--- config.mk ---
export PLATFORM = sky130hd
export DESIGN_NAME = modrm_opnd_decoder
export DESIGN_NICKNAME = d
export VERILOG_FILES = /design/src/rtl/modrm_pkg.sv /design/src/rtl/modrm_field_split.sv /design/src/rtl/modrm_code_map.sv /design/src/rtl/modrm_opnd_hold.sv /design/src/rtl/modrm_opnd_decoder.sv
export SDC_FILE = /design/constraint.sdc
export NUM_CORES = 1
export LEC_CHECK = 0
export BUFFER_PORTS_ARGS = -buffer_cell sky130_fd_sc_hd__buf_4
export CORE_MARGIN = 1
export CORE_UTILIZATION = 30
export CTS_BUF_LIST = sky130_fd_sc_hd__clkbuf_16
export DETAILED_ROUTE_END_ITERATION = 12
export PLACE_DENSITY_LB_ADDON = 0.08
export SYNTH_ARGS = -nofsm -noshare
export SYNTH_HDL_FRONTEND = slang
export SYNTH_SLANG_ARGS = --single-unit
--- constraint.sdc ---
create_clock -name clk -period 1.3 [get_ports clk]
set_input_delay 0.13 -clock clk [delete_from_list [all_inputs] [get_ports clk]]
set_output_delay 0.13 -clock clk [all_outputs]
set_load 0.02 [all_outputs]
--- src/rtl/modrm_pkg.sv ---
package modrm_pkg;
  localparam int SEL_W  = 3;
  localparam int CODE_W = 5;

  typedef logic [CODE_W-1:0] opnd_code_t;

  localparam logic [1:0] WORD_BANK = 2'b00;
  localparam logic [1:0] BYTE_BANK = 2'b01;
  localparam opnd_code_t OPR_CODE  = 5'h10;
  localparam opnd_code_t SUM_CODE  = 5'h11;
  localparam opnd_code_t ZERO_CODE = 5'h12;

  localparam logic [1:0]       MODE_REG   = 2'b11;
  localparam logic [SEL_W-1:0] RM_FIXED   = 3'b110;

  typedef enum logic [1:0] {
    DISP_NONE = 2'd0,
    DISP_BYTE = 2'd1,
    DISP_WORD = 2'd2
  } disp_len_t;

  typedef struct packed {
    logic [1:0]       mode;
    logic [SEL_W-1:0] reg_f;
    logic [SEL_W-1:0] rm_f;
    logic             to_reg;
    logic             wide;
  } fields_t;
endpackage

--- src/rtl/modrm_field_split.sv ---
module modrm_field_split
  import modrm_pkg::*;
#(
  parameter int BYTE_W = 8
) (
  input  logic [BYTE_W-1:0] opcode_i,
  input  logic [BYTE_W-1:0] modrm_i,
  output fields_t           fld_o,
  output logic              mem_o,
  output disp_len_t         disp_o
);
  localparam int RM_LSB   = 0;
  localparam int REG_LSB  = SEL_W;
  localparam int MODE_LSB = 2 * SEL_W;

  always_comb begin
    fld_o.mode   = modrm_i[MODE_LSB +: 2];
    fld_o.reg_f  = modrm_i[REG_LSB +: SEL_W];
    fld_o.rm_f   = modrm_i[RM_LSB +: SEL_W];
    fld_o.to_reg = opcode_i[1];
    fld_o.wide   = opcode_i[0];
  end

  assign mem_o = (fld_o.mode != MODE_REG);

  always_comb begin
    unique case (fld_o.mode)
      2'b01:   disp_o = DISP_BYTE;
      2'b10:   disp_o = DISP_WORD;
      2'b00:   disp_o = (fld_o.rm_f == RM_FIXED) ? DISP_WORD : DISP_NONE;
      default: disp_o = DISP_NONE;
    endcase
  end
endmodule

--- src/rtl/modrm_code_map.sv ---
module modrm_code_map
  import modrm_pkg::*;
(
  input  logic [SEL_W-1:0] sel_i,
  input  logic             wide_i,
  input  logic             force_opr_i,
  output opnd_code_t       code_o
);
  always_comb begin
    if (force_opr_i)
      code_o = OPR_CODE;
    else if (wide_i)
      code_o = {WORD_BANK, sel_i};
    else
      code_o = {BYTE_BANK, sel_i};
  end
endmodule

--- src/rtl/modrm_opnd_hold.sv ---
module modrm_opnd_hold
  import modrm_pkg::*;
(
  input  logic       clk,
  input  logic       rst,
  input  logic       load_i,
  input  opnd_code_t m_in,
  input  opnd_code_t n_in,
  input  logic       mem_in,
  input  logic       wide_in,
  input  logic       to_reg_in,
  input  disp_len_t  disp_in,
  output opnd_code_t m_out,
  output opnd_code_t n_out,
  output logic       mem_out,
  output logic       wide_out,
  output logic       to_reg_out,
  output disp_len_t  disp_out
);
  opnd_code_t m_q, n_q;

  always_ff @(posedge clk) begin
    if (rst) begin
      m_q        <= ZERO_CODE;
      n_q        <= ZERO_CODE;
      mem_out    <= 1'b0;
      wide_out   <= 1'b0;
      to_reg_out <= 1'b0;
      disp_out   <= DISP_NONE;
    end else if (load_i) begin
      m_q        <= m_in;
      n_q        <= n_in;
      mem_out    <= mem_in;
      wide_out   <= wide_in;
      to_reg_out <= to_reg_in;
      disp_out   <= disp_in;
    end
  end

  // Direction swap is applied at the read port; stored codes stay as decoded.
  assign m_out = to_reg_out ? n_q : m_q;
  assign n_out = to_reg_out ? m_q : n_q;

  // no strobe, no change
  a_r6_hold_codes: assert property (@(posedge clk) disable iff (rst)
    !load_i |=> ($stable(m_out) && $stable(n_out) && $stable(disp_out)));

  // the output pair is the stored pair, possibly exchanged
  a_r5_swap_pair: assert property (@(posedge clk) disable iff (rst)
    to_reg_out |-> (m_out == n_q && n_out == m_q));

  // reset state
  a_r1_reset_state: assert property (@(posedge clk)
    $past(rst) |-> (m_out == ZERO_CODE && n_out == ZERO_CODE && !mem_out
                    && disp_out == DISP_NONE));
endmodule

--- src/rtl/modrm_opnd_decoder.sv ---
module modrm_opnd_decoder
  import modrm_pkg::*;
#(
  parameter int BYTE_W = 8
) (
  input  logic              clk,
  input  logic              rst,
  input  logic              load,
  input  logic [BYTE_W-1:0] opcode,
  input  logic [BYTE_W-1:0] modrm,
  output logic [CODE_W-1:0] sel_m,
  output logic [CODE_W-1:0] sel_n,
  output logic              is_mem,
  output logic              is_word,
  output logic              to_reg,
  output logic [1:0]        disp_len
);
  localparam int NUM_SEL = 2;   // index 0 = M (rm field), 1 = N (reg field)

  fields_t    fld;
  logic       mem_d;
  disp_len_t  disp_d, disp_q;
  opnd_code_t code_d [NUM_SEL];

  modrm_field_split #(.BYTE_W(BYTE_W)) u_split (
    .opcode_i (opcode),
    .modrm_i  (modrm),
    .fld_o    (fld),
    .mem_o    (mem_d),
    .disp_o   (disp_d)
  );

  for (genvar i = 0; i < NUM_SEL; i++) begin : g_map
    modrm_code_map u_map (
      .sel_i       ((i == 0) ? fld.rm_f : fld.reg_f),
      .wide_i      (fld.wide),
      .force_opr_i ((i == 0) ? mem_d : 1'b0),
      .code_o      (code_d[i])
    );
  end

  modrm_opnd_hold u_hold (
    .clk        (clk),
    .rst        (rst),
    .load_i     (load),
    .m_in       (code_d[0]),
    .n_in       (code_d[1]),
    .mem_in     (mem_d),
    .wide_in    (fld.wide),
    .to_reg_in  (fld.to_reg),
    .disp_in    (disp_d),
    .m_out      (sel_m),
    .n_out      (sel_n),
    .mem_out    (is_mem),
    .wide_out   (is_word),
    .to_reg_out (to_reg),
    .disp_out   (disp_q)
  );

  assign disp_len = disp_q;

  // memory mode puts the memory operand code on the non-register side
  a_r4_mem_opr: assert property (@(posedge clk) disable iff (rst)
    (is_mem && !to_reg) |-> sel_m == OPR_CODE);
  a_r4_mem_opr_swapped: assert property (@(posedge clk) disable iff (rst)
    (is_mem && to_reg) |-> sel_n == OPR_CODE);

  // register-register mode never carries a displacement
  a_r7_reg_no_disp: assert property (@(posedge clk) disable iff (rst)
    !is_mem |-> disp_len == 2'd0);

  // a strobe with mode 11 leaves register mode one edge later
  a_r8_reg_mode_next: assert property (@(posedge clk) disable iff (rst)
    (load && modrm[7:6] == 2'b11) |=> !is_mem);
endmodule

# [After elaboration in Yosys (flattened, before gate mapping)]
# Index checks and enable logic that the tools add are counted.
# W data, S select, Z words.
[op_classes] n_addsub=0 multipliers=0 n_div=0 order_cmp=0 n_eq_ne=4 shift=0 muxes=7 n_bitwise=0 n_reduce_logical=1
[ops] op="$mux W5" n=3
[ops] op="$mux W4" n=2
[ops] op="$pmux W2 S3" n=1
[ops] op="$eq A3 B3 Y1 const B" n=1
[ops] op="$eq A2 B1 Y1 const B" n=1
[ops] op="$eq A2 B2 Y1 const B" n=1
[ops] op="$logic_not A2 Y1" n=1
[ops] op="$mux W2" n=1
[ops] op="$ne A2 B2 Y1 const B" n=1
[word_totals] regBits=15 latchBits=0 ramBits=0 mem_bits_ro=0 out_inout_bits=15 n_memories=0

# [Logic depth before layout (Yosys ltp)]
[depth] word_depth=3 ltp_mapped=3 ltp_nobuf=3

# [By module]
# From an unflattened synthesis, not the netlist that was laid out.
[hier_totals] hier_cells=85 area_unflattened_um2=833.3
[by_module_without_submodules] module="modrm_opnd_hold" n_inst=1 cells_each=59 area_each_um2=668.1
[by_module_without_submodules] module="modrm_field_split" n_inst=1 cells_each=15 area_each_um2=101.3
[by_module_without_submodules] module="modrm_code_map" n_inst=2 cells_each=5 area_each_um2=30.0
[by_module_without_submodules] module="modrm_opnd_decoder" n_inst=1 cells_each=1 area_each_um2=3.8

# [Worst setup path before layout]
# Ideal clock, no wire load.
[synth_path] path_kind="flip-flop to output port" from="register u_hold.to_reg_out" to="output sel_m[0]" arrival_ns=1.047 required_time_ns=1.170 path_slack_ns=0.123 stages_incl_launch_ff=3 n_path_buf=1 cell_sequence="dfxtp_1 -> buf_4 -> mux2_2"
[synth_between] elab_chain_len=1
[synth_lines] element="start: declaration" line="modrm_opnd_hold.sv:17" source="output logic to_reg_out,"
[synth_lines] element="start signal: assignment" line="modrm_opnd_hold.sv:35" source="to_reg_out <= to_reg_in;"
[synth_lines] element="$mux W5" line="modrm_opnd_hold.sv:41" source="assign m_out = to_reg_out ? n_q : m_q;"
[synth_lines] element="end: declaration" line="modrm_opnd_decoder.sv:11" source="output logic [CODE_W-1:0] sel_m,"
# Every way passes these cells.

# [Worst setup path in the final report]
[layout_path] from="register u_hold.to_reg_out" to="output sel_m[4]"
# The elaborated chain is that of the path after synthesis.

==> results.md <==
* Crit path arrival time at 1.17 ns
* Final setup viols at 0
* Chip Height at 49.2 um
* Maximum VDD drop at 635 uV
* Max layer used: met4
* Relative slew slack at 87.3%
* Crit Path Class: reg -> out
* Top Ports at 34
* Power density over the cells at 1250 nW/um2
* FP Rows at 16
* GRT Total Usage at 12.9%
* Hold path cells at 2
* Worst-margin pin slew at 0.191 ns
* Port Buf Inserts at 27
* Met3 WL at 58 um
* DR WL met2 at 710 um
* Biggest area consumer among synthesized cells: dfxtp_1
* H-Tree Depth at 1
* Final min period at 1.30 ns
* Synth Register Bits at 15
* R2r endpoint: u_hold.n_q[1]
* Clock Latency Late Sink at 0.24 ns
* Final WL at 1560 um
* Sequential share of the synthesized area at 45.0%
* Worst reg2reg startpoint: u_hold.n_q[1]
* Routed vias at 606
* Largest net degree at the start of global routing at 16
* Synth area leaders: dfxtp_1 45%, mux2_2 17%, mux2i_1 6.0%, a21oi_1 5.3%, nor2_1 3.9%
* Core box area at 2020 um2
* GRT overflow at 0
* # diodes at 0
* Clock Skew at 0 ns
* Number of setup buffers added after CTS at 0
* DRT Pass-1 Iters at 4
* CTS max path bufs at 2
* Worst reg2reg setup slack at 0.50 ns
* Post-synthesis net count at 87
* Hold buffer count at CTS at 0
* WP data required at 1.17 ns
* Unrepaired setup endpoints after global routing: true
* Unique masters post-synth at 22
* Vias in the first global route at 500
* P_leak at 0.473 nW
* Final Cell Area at 1050 um2
* Synthesized area at 667 um2
* Area Overhead vs Synth at 56.8%
* Period utilisation layout at 99.7%
* Placed inst area at 895 um2
* Avg Vias per Cell at 4.85
* Clock transition at path regs at 0.05 ns
* Area share of the largest cell type after synthesis at 45.0%
* Post-Syn Instances at 68
* Reg2Reg Depth at 2
* Hold_sp: modrm[4]
* Post-DR wirelength/cell at 12.5 um
* Hold Path Class: in -> reg
* Layout cell share with drive strength beyond 1 at 46.9%
* Average cell area after synthesis at 9.81 um2
* DRC at 0
* Crit-path max FO at 5
* First-pass GRT wire length at 2370 um
* CTS tree: done
* Die footprint at 2420 um2
* Initial DRC count at 7
* Startpoint types: register
* Crit. End Element: output port
* TritonCTS Buffers at 3
* Slew Viols, Final at 0
* Met1 Wirelength at 778 um
* Final HPWL DP at 1030 um
* Floorplan die width at 49.2 um
* Fin Setup TNS at 0 ns
* CTS sink count at 15
* Fin. Hold Viols at 0
* Antenna violations before repair at 0
* CTS root buf: clkbuf_16
* F_max at 0.771 GHz
* Status: complete, no violations
* DRT antenna net count at 0
* Layout Nets at 118
* Max cap viols at 0
* Ys Warns at 0
* Hold path endpoint: u_hold.n_q[1]
* Initial Util at 33.0%
* GPL Wtd Cong at 0.707
-- metrics by stage --
step | cells | setup slack (ns) | hold slack (ns) | util [%] | total power (W)
finish | 125 | 0.00333 | 0.104 | 51.7 | 0.00131
global route | 125 | -0.0278 | 0.102 | 51.7 | 0.00137
CTS | 125 | -0.0100 | 0.0999 | 49.9 | 0.00130
detailed placement | 121 | 0.213 | 0.347 | 44.2 | 0.000715
global placement | 121 | 0.223 | 0.343 | 44.2 | 0.000713
floorplan | 68 | 0.123 | 0.209 | - | 0.000622
-- synthesized netlist by cell type --
cell type  instances
a211o_2            1
nand4_1            2
mux2_2            10
mux2i_1            4
inv_2              1
o21bai_1           1
a21o_1             1
a21oi_1            7
nand3b_1           1
nor2_1             7
nand3_1            2
nor3_1             1
dfxtp_1           15
buf_6              1
nand2_1            5
and3_2             1
and3b_1            1
o21ai_0            2
buf_2              1
buf_4              1
nor2b_1            2
and2b_1            1
-- cell usage in the layout, fill, tap and decap left out, drive strengths merged, types with 2 or more instances in the layout --
| master | netlist | layout |
|---|---|---|
| inv | 1 | 2 |
| buf | 3 | 29 |
| nand2 | 5 | 5 |
| mux2 | 10 | 10 |
| nand3 | 2 | 2 |
| nor2b | 2 | 2 |
| a21oi | 7 | 7 |
| dfxtp | 15 | 15 |
| o21ai | 2 | 2 |
| nor2 | 7 | 7 |
| mux2i | 4 | 4 |
| nand4 | 2 | 2 |
| clkbuf | 0 | 3 |
-- logic make-up after synthesis --
| group | Yosys count | share of synthesized area [%] |
|---|---|---|
| AOI/OAI and AO/OA | 12 | 10.5 |
| buffers and inverters | 4 | 4.13 |
| DFF | 15 | 45.0 |
| muxes | 14 | 22.9 |
| and+or+nand+nor | 23 | 17.4 |
-- layer usage --
layer	global-route usage, %	vias up
met2	19.6	16
met3	2.80	2
met5	0	-
met4	4.41	0
li1	-	302
met1	17.6	286
-- timing repair --
action | 4_1_cts | 5_1_grt
endpoints found under the setup margin | 10 | 10
resized for setup | 10 | 10
hold endpoints to repair | 0 | 0
-- state kept, by name, indices dropped and copies added (netlist names) --
name               cells
u_hold.n_q             5
u_hold.wide_out        1
u_hold.disp_out        2
u_hold.m_q             5
u_hold.to_reg_out      1
u_hold.mem_out         1
-- worst max-delay path by stage --
stage / from / to / slack [ns] / cells after the start
after floorplan: u_hold.to_reg_out / sel_m[0] / 0.12 / 2
after global placement: u_hold.to_reg_out / sel_n[0] / 0.22 / 3
after detailed placement: u_hold.to_reg_out / sel_m[3] / 0.21 / 3
after CTS: u_hold.to_reg_out / sel_m[0] / -0.01 / 3
after global routing: u_hold.to_reg_out / sel_m[2] / -0.03 / 3
final: u_hold.to_reg_out / sel_m[4] / 0.003 / 3
-- worst max-delay path, stage by stage (launching register included) --
cell	delay, ns
dfxtp_2	0.34
buf_6	0.12
mux2_2	0.34
buf_6	0.13
-- layout make-up --
class	count	area (um2)
fillers	193	976
inverters	1	3.75
well taps	27	33.8
flip-flops and latches	15	302
clock buffers	3	75.1
multi-input cells	49	362
clock inverters	1	3.75
repair buffers	29	267
-- report_power, final --
part	switching [W]	internal [W]	leakage, nW
Combinational	0.000107	0.000126	0.306
Clock	0.000168	0.000406	0.0423
Sequential	0.0000165	0.000486	0.124
Note: power is estimated with default switching activity, not from simulation.
